===== config.mk =====
export PLATFORM = sky130hd
export DESIGN_NAME = cmt_head_ctrl
export DESIGN_NICKNAME = d
export VERILOG_FILES = /design/src/rtl/cmt_pkg.sv /design/src/rtl/cmt_entry_store.sv /design/src/rtl/cmt_retire_pick.sv /design/src/rtl/cmt_occupancy_report.sv /design/src/rtl/cmt_head_ctrl.sv
export SDC_FILE = /design/constraint.sdc
export NUM_CORES = 1
export LEC_CHECK = 0
export ABC_AREA = 1
export BUFFER_PORTS_ARGS = -buffer_cell sky130_fd_sc_hd__buf_2
export CORE_MARGIN = 2
export CORE_UTILIZATION = 55
export CTS_CLUSTER_DIAMETER = 80
export CTS_CLUSTER_SIZE = 8
export DETAILED_ROUTE_END_ITERATION = 10
export PLACE_DENSITY = 0.78
export SLEW_MARGIN = 20
export SYNTH_ARGS = -nofsm -noshare
export SYNTH_HDL_FRONTEND = slang
export SYNTH_SLANG_ARGS = --single-unit

===== constraint.sdc =====
create_clock -name clk -period 8 [get_ports clk]
set_clock_uncertainty 0.15 [all_clocks]
set_input_delay 1.2 -clock clk [delete_from_list [all_inputs] [get_ports clk]]
set_output_delay 1.2 -clock clk [all_outputs]
set_load 0.02 [all_outputs]

===== src/rtl/cmt_pkg.sv =====
package cmt_pkg;

  // Advance a ring position by a step smaller than the ring size.
  function automatic int wrap_add(int pos, int step, int depth);
    int s;
    s = pos + step;
    return (s >= depth) ? s - depth : s;
  endfunction

  // Distance from base forward to pos around the ring.
  function automatic int ring_dist(int pos, int base, int depth);
    return (pos >= base) ? pos - base : pos + depth - base;
  endfunction

  // Free entries for a given occupancy.
  function automatic int free_of(int occ, int depth);
    return depth - occ;
  endfunction

endpackage


===== src/rtl/cmt_entry_store.sv =====
module cmt_entry_store #(
  parameter int DEPTH = 16,
  parameter int SEQ_W = 16,
  parameter int IDX_W = 4,
  parameter int CNT_W = 3
) (
  input  logic                          clk,
  input  logic                          rst_n,
  input  logic                          ins_fire,
  input  logic                          ins_ns,
  input  logic [SEQ_W-1:0]              ins_seq,
  input  logic [IDX_W-1:0]              tail,
  input  logic                          done_valid,
  input  logic [IDX_W-1:0]              done_idx,
  input  logic                          rel_fire,
  input  logic [IDX_W-1:0]              head,
  input  logic [CNT_W-1:0]              retire_n,
  output logic [DEPTH-1:0]              valid_o,
  output logic [DEPTH-1:0]              done_o,
  output logic [DEPTH-1:0]              ns_o,
  output logic [DEPTH-1:0]              rel_o,
  output logic [DEPTH-1:0][SEQ_W-1:0]   seq_o
);

  for (genvar j = 0; j < DEPTH; j++) begin : g_ent
    localparam logic [IDX_W-1:0] MY_IDX = IDX_W'(j);
    logic retire_hit;
    logic mark_hit;

    assign retire_hit = cmt_pkg::ring_dist(j, int'(head), DEPTH) < int'(retire_n);
    assign mark_hit   = done_valid && (done_idx == MY_IDX) && valid_o[j];

    always_ff @(posedge clk or negedge rst_n) begin
      if (!rst_n) begin
        valid_o[j] <= 1'b0;
        done_o[j]  <= 1'b0;
        ns_o[j]    <= 1'b0;
        rel_o[j]   <= 1'b0;
        seq_o[j]   <= '0;
      end else begin
        if (retire_hit) begin
          valid_o[j] <= 1'b0;
          done_o[j]  <= 1'b0;
          ns_o[j]    <= 1'b0;
          rel_o[j]   <= 1'b0;
        end else begin
          if (mark_hit) done_o[j] <= 1'b1;
          if (rel_fire && head == MY_IDX) rel_o[j] <= 1'b1;
        end
        if (ins_fire && tail == MY_IDX) begin
          valid_o[j] <= 1'b1;
          done_o[j]  <= 1'b0;
          ns_o[j]    <= ins_ns;
          rel_o[j]   <= 1'b0;
          seq_o[j]   <= ins_seq;
        end
      end
    end
  end

endmodule


===== src/rtl/cmt_retire_pick.sv =====
module cmt_retire_pick #(
  parameter int DEPTH = 16,
  parameter int WIDTH = 4,
  parameter int SEQ_W = 16,
  parameter int IDX_W = 4,
  parameter int CNT_W = 3
) (
  input  logic [DEPTH-1:0]              valid_i,
  input  logic [DEPTH-1:0]              done_i,
  input  logic [DEPTH-1:0]              ns_i,
  input  logic [DEPTH-1:0]              rel_i,
  input  logic [DEPTH-1:0][SEQ_W-1:0]   seq_i,
  input  logic [IDX_W-1:0]              head,
  output logic [CNT_W-1:0]              retire_n,
  output logic [WIDTH-1:0][SEQ_W-1:0]   slot_seq,
  output logic                          rel_fire,
  output logic [SEQ_W-1:0]              rel_seq,
  output logic                          head_wait
);

  logic [WIDTH-1:0] ok;
  logic [WIDTH-1:0] run;
  logic [WIDTH-1:0][IDX_W-1:0] pos;

  for (genvar i = 0; i < WIDTH; i++) begin : g_slot
    assign pos[i] = IDX_W'(cmt_pkg::wrap_add(int'(head), i, DEPTH));
    assign ok[i]  = valid_i[pos[i]] && done_i[pos[i]] && (!ns_i[pos[i]] || rel_i[pos[i]]);
  end

  always_comb begin
    logic acc;
    acc = 1'b1;
    for (int i = 0; i < WIDTH; i++) begin
      acc    = acc & ok[i];
      run[i] = acc;
    end
  end

  assign retire_n = CNT_W'($countones(run));

  for (genvar i = 0; i < WIDTH; i++) begin : g_out
    assign slot_seq[i] = run[i] ? seq_i[pos[i]] : '0;
  end

  assign rel_fire  = valid_i[head] && ns_i[head] && !rel_i[head];
  assign rel_seq   = seq_i[head];
  assign head_wait = valid_i[head] && ns_i[head] && !(rel_i[head] && done_i[head]);

endmodule


===== src/rtl/cmt_occupancy_report.sv =====
module cmt_occupancy_report #(
  parameter int DEPTH   = 16,
  parameter int OCC_W   = 5,
  parameter int STALL_W = 16
) (
  input  logic               clk,
  input  logic               rst_n,
  input  logic [OCC_W-1:0]   occ_now,
  input  logic [OCC_W-1:0]   occ_next,
  input  logic               head_wait,
  output logic [OCC_W-1:0]   free_cnt,
  output logic               free_upd,
  output logic [STALL_W-1:0] stall_cnt
);

  localparam logic [STALL_W-1:0] STALL_MAX = '1;

  always_ff @(posedge clk or negedge rst_n) begin
    if (!rst_n) begin
      free_cnt  <= OCC_W'(DEPTH);
      free_upd  <= 1'b0;
      stall_cnt <= '0;
    end else begin
      free_cnt <= OCC_W'(cmt_pkg::free_of(int'(occ_next), DEPTH));
      free_upd <= (occ_next != occ_now);
      if (head_wait && stall_cnt != STALL_MAX) stall_cnt <= stall_cnt + 1'b1;
    end
  end

endmodule


===== src/rtl/cmt_head_ctrl.sv =====
module cmt_head_ctrl #(
  parameter int DEPTH   = 16,
  parameter int WIDTH   = 4,
  parameter int SEQ_W   = 16,
  parameter int STALL_W = 16,
  localparam int IDX_W  = (DEPTH > 1) ? $clog2(DEPTH) : 1,
  localparam int OCC_W  = $clog2(DEPTH + 1),
  localparam int CNT_W  = $clog2(WIDTH + 1)
) (
  input  logic                     clk,
  input  logic                     rst_n,
  input  logic                     ins_valid,
  input  logic                     ins_nonspec,
  input  logic [SEQ_W-1:0]         ins_seq,
  input  logic                     done_valid,
  input  logic [IDX_W-1:0]         done_idx,
  output logic                     full,
  output logic [CNT_W-1:0]         ret_count,
  output logic [WIDTH*SEQ_W-1:0]   ret_seq,
  output logic                     rel_valid,
  output logic [SEQ_W-1:0]         rel_seq,
  output logic [OCC_W-1:0]         free_cnt,
  output logic                     free_upd,
  output logic [STALL_W-1:0]       stall_cnt
);

  logic [IDX_W-1:0] head_q, tail_q;
  logic [OCC_W-1:0] occ_q, occ_next;
  logic             ins_fire;

  logic [DEPTH-1:0]            e_valid, e_done, e_ns, e_rel;
  logic [DEPTH-1:0][SEQ_W-1:0] e_seq;

  logic [CNT_W-1:0]            retire_n;
  logic [WIDTH-1:0][SEQ_W-1:0] slot_seq;
  logic                        rel_fire;
  logic [SEQ_W-1:0]            head_seq;
  logic                        head_wait;

  logic [CNT_W-1:0]            ret_count_q;
  logic [WIDTH-1:0][SEQ_W-1:0] ret_seq_q;
  logic                        rel_valid_q;
  logic [SEQ_W-1:0]            rel_seq_q;

  assign full     = (occ_q == OCC_W'(DEPTH));
  assign ins_fire = ins_valid && !full;
  assign occ_next = occ_q - OCC_W'(retire_n) + OCC_W'(ins_fire);

  cmt_entry_store #(
    .DEPTH(DEPTH), .SEQ_W(SEQ_W), .IDX_W(IDX_W), .CNT_W(CNT_W)
  ) u_store (
    .clk(clk), .rst_n(rst_n),
    .ins_fire(ins_fire), .ins_ns(ins_nonspec), .ins_seq(ins_seq), .tail(tail_q),
    .done_valid(done_valid), .done_idx(done_idx),
    .rel_fire(rel_fire), .head(head_q), .retire_n(retire_n),
    .valid_o(e_valid), .done_o(e_done), .ns_o(e_ns), .rel_o(e_rel), .seq_o(e_seq)
  );

  cmt_retire_pick #(
    .DEPTH(DEPTH), .WIDTH(WIDTH), .SEQ_W(SEQ_W), .IDX_W(IDX_W), .CNT_W(CNT_W)
  ) u_pick (
    .valid_i(e_valid), .done_i(e_done), .ns_i(e_ns), .rel_i(e_rel), .seq_i(e_seq),
    .head(head_q), .retire_n(retire_n), .slot_seq(slot_seq),
    .rel_fire(rel_fire), .rel_seq(head_seq), .head_wait(head_wait)
  );

  cmt_occupancy_report #(
    .DEPTH(DEPTH), .OCC_W(OCC_W), .STALL_W(STALL_W)
  ) u_report (
    .clk(clk), .rst_n(rst_n), .occ_now(occ_q), .occ_next(occ_next),
    .head_wait(head_wait), .free_cnt(free_cnt), .free_upd(free_upd),
    .stall_cnt(stall_cnt)
  );

  always_ff @(posedge clk or negedge rst_n) begin
    if (!rst_n) begin
      head_q      <= '0;
      tail_q      <= '0;
      occ_q       <= '0;
      ret_count_q <= '0;
      ret_seq_q   <= '0;
      rel_valid_q <= 1'b0;
      rel_seq_q   <= '0;
    end else begin
      head_q      <= IDX_W'(cmt_pkg::wrap_add(int'(head_q), int'(retire_n), DEPTH));
      if (ins_fire) tail_q <= IDX_W'(cmt_pkg::wrap_add(int'(tail_q), 1, DEPTH));
      occ_q       <= occ_next;
      ret_count_q <= retire_n;
      ret_seq_q   <= slot_seq;
      rel_valid_q <= rel_fire;
      rel_seq_q   <= rel_fire ? head_seq : '0;
    end
  end

  assign ret_count = ret_count_q;
  assign ret_seq   = ret_seq_q;
  assign rel_valid = rel_valid_q;
  assign rel_seq   = rel_seq_q;

endmodule


==> impl_metrics.env <==
export IMPL_run_status="completed"
export IMPL_finalHoldWorstSlack_ps=328.5
export IMPL_p_seq_frac=0.262
export IMPL_slew_viol_final=0
export IMPL_detail_route_wl_per_cell_um=20.07
export IMPL_drtPass1Iterations=6
export IMPL_power_static_leakage_nw=13.68
export IMPL_row_count=79
export IMPL_nNetsFinal=3728
export IMPL_ios=132
export IMPL_proportion_of_layout_cells_with_a_drive_suffix_above_1=0.08109
export IMPL_final_cell_area_um2=28400
export IMPL_worstHoldStart="u_store.seq_o[213]"
export IMPL_dieHeight_um=222.2
export IMPL_max_clock_path_buffers=3
export IMPL_power_switching_mw=7.203
export IMPL_hold_bufs_inserted_after_cts=0
export IMPL_input_output_buffers=131
export IMPL_grt_pass1_vias=23010
export IMPL_gr_usage_all_layers=0.3445
export IMPL_crit_path_dat_ps=7040
export IMPL_worst_ep_required_time_ps=8340
export IMPL_regToRegStartpoint="head_q[0]"
export IMPL_h_tree_depth=2
export IMPL_die_x_extent_um=222.2
export IMPL_dp_worst_setup_slack_ps=1575
export IMPL_timing_final_setup_violations=0
export IMPL_yosys_register_bits=438
export IMPL_initial_utilization=0.5603
export IMPL_hold_path_class="reg2reg"
export IMPL_cts_sinks=438
export IMPL_maxCapViolations=0
export IMPL_cts_setup_buffers=0
export IMPL_sw_frac_of_total=0.5180
export IMPL_most_common_cell_after_layout_fill_and_taps_aside="nand2_1"
export IMPL_cts_tree="built"
export IMPL_post_synth_cell_area_avg_um2=7.179
export IMPL_asyncSetResetFlopFracSynth=1.000
export IMPL_timing_setup_tns_ps=0
export IMPL_fp_coreArea_um2=46750
export IMPL_avgViaCountPerCell=5.959
export IMPL_worst_slew_margin_rel=0.2340
export IMPL_final_antenna_net_count=0
export IMPL_post_layout_total_power_mw=13.90
export IMPL_pwr_share_comb=0.573
export IMPL_max_vdd_ir_drop_mv=0.2413
export IMPL_finalHoldViolations=0
export IMPL_die_area_um2=49390
export IMPL_clkSlewWorstSetupHoldPaths_ps=50
export IMPL_postCtsResizedCells=0
export IMPL_antenna_violations_before_repair=6
export IMPL_syn_num_nets=3743
export IMPL_grt_remaining_overflow=0
export IMPL_clock_insertion_delay_at_the_later_pin_of_the_skew_report_ps=630
export IMPL_stdcell_count=4251
export IMPL_netlist_instances=3649
export IMPL_worst_pin_slew_ps=1142
export IMPL_setup_slack_ps=1300
export IMPL_grt_first_pass_wirelength_um=131700
export IMPL_p_int_mw=6.701
export IMPL_cts_root_buffer_cell="clkbuf_16"
export IMPL_pwr_cell_area_nw_per_um2=489.5
export IMPL_power_clock_fraction=0.164
export IMPL_vias=25330
export IMPL_place_detailed_instances=4179
export IMPL_sort_of_element_at_the_start_of_the_critical_path="flop"
export IMPL_worstSetupPathType="reg2reg"
export IMPL_detail_route_drc_violations=0
export IMPL_synth_yosys_warnings=0
export IMPL_grt_max_degree=165
export IMPL_dominantRegCellSynth="dfrtp_1"
export IMPL_grt_setup_unrepaired="false"
export IMPL_final_min_clock_period_ps=6700
export IMPL_gp_congestion=0.9897
export IMPL_fin_crit_sh=0.8375
export IMPL_post_dp_hpwl_um=55680
export IMPL_routed_wirelength_um=85320
export IMPL_drt_iter0_markers=3437
export IMPL_dpl_instance_area_um2=26800
export IMPL_postLayoutCoreUtil=0.6075
export IMPL_post_synth_num_cell_types=50
export IMPL_most_common_layout_cells="nand2_1 (976), o21ai_0 (669), dfrtp_1 (434), inv_1 (303), nor2_1 (243)"
export IMPL_worstSetupStartpoint="head_q[0]"
export IMPL_r2r_setup_slack_ps=1300
export IMPL_seq_area_frac_synth=0.4184
export IMPL_numCtsBuffers=60
export IMPL_clock_fmax_ghz=0.1493
export IMPL_critical_path_max_fanout=93
export IMPL_synth_edf_count=0
export IMPL_end_kind="flop"
export IMPL_synthesized_area_um2=26200
export IMPL_flow_area_growth_from_synthesis_pct=8.425
-- layout make-up --
cell class,count,area (um^2)
Inverter,327,1239
Antenna cell,6,15.01
Clock inverter,2,46.29
Tap cell,607,759.5
Multi-Input combinational cell,2637,12840
Clock buffer,64,1548
Timing Repair Buffer,170,983.4
Sequential cell,438,10970
Fill cell,4235,18350
-- per-layer routing --
layer | global-route usage | vias up | part of all wire
met3 | 0.09878 | 262 | 0.14
met1 | 0.4662 | 11620 | 0.39
met5 | 0 | - | 0
li1 | - | 11910 | -
met4 | 0.1532 | 0 | 0.047
met2 | 0.5151 | 1547 | 0.43
-- cell usage after synthesis, types with 16 or more instances --
master | instances | area share
o211ai_1 | 37 | 0.011
buf_6 | 22 | 0.0095
o21ai_0 | 669 | 0.13
nand4_1 | 22 | 0.0053
clkbuf_1 | 139 | 0.020
ha_1 | 66 | 0.032
o21ai_1 | 137 | 0.026
inv_2 | 16 | 0.0023
a21oi_1 | 121 | 0.023
xor2_1 | 21 | 0.0070
nor2_1 | 245 | 0.035
inv_1 | 304 | 0.044
nand2_1 | 976 | 0.14
buf_1 | 25 | 0.0036
o22ai_1 | 38 | 0.0091
dfrtp_1 | 437 | 0.42
mux2i_1 | 22 | 0.0084
nand3_1 | 177 | 0.034
buf_2 | 50 | 0.0096
a31oi_1 | 27 | 0.0064
-- worst max-delay path: stages, from the launching register on --
cell and delay [ps]:
dfrtp_4 810, buf_4 770, nand2_2 120, xor2_2 600
inv_2 490, nand3_1 260, nand2_2 110, nor2_8 180
nand2_4 160, nor2_1 140, ha_1 190, fa_1 480
inv_1 340, ha_1 350, fa_1 450, or2_2 310
nand2_1 140, inv_1 100, a21oi_1 140, o221ai_1 120
-- logic make-up after synthesis --
| family | Yosys count | share of synthesized area |
|---|---|---|
| AND/OR/NAND/NOR | 1464 | 0.2253 |
| AO/OA/AOI/OAI | 1051 | 0.2100 |
| buffers and inverters | 574 | 0.09280 |
| flip-flops | 438 | 0.4184 |
| adder cells (fa/ha/maj) | 69 | 0.03381 |
| XOR/XNOR | 31 | 0.01122 |
| multiplexers | 22 | 0.008406 |
-- path summary, 6_finish.rpt --
kind	cells past startpoint	to
worst max-delay path	19	u_report.free_upd
worst min-delay path	2	u_store.seq_o[213]
worst max register to register	19	u_report.free_upd
worst min register to register	2	u_store.seq_o[213]
max in group asynchronous	2	u_store.seq_o[21]
min in group asynchronous	1	u_report.free_cnt[3]
-- power by group through the flow --
stage | Combinational [mW] | Sequential, mW | Clock (mW)
after floorplan | 5.61 | 3.51 | 0
final | 7.97 | 3.65 | 2.29
after global placement | 7.52 | 3.63 | 0
after global routing | 8.77 | 3.75 | 2.39
after detailed placement | 7.65 | 3.64 | 0
after CTS | 7.69 | 3.62 | 2.30
-- registers in the layout, indices dropped and copies added (netlist names) --
signal              count
u_store.done_o         16
u_report.free_upd       1
tail_q                  4
u_store.ns_o           16
occ_q                   4
u_store.rel_o          16
u_store.seq_o         256
ret_count               3
u_report.stall_cnt     16
u_report.free_cnt       5
rel_seq                16
ret_seq                64
u_store.valid_o        16
rel_valid               1
head_q                  4
Note: power is estimated with default switching activity, not from simulation.
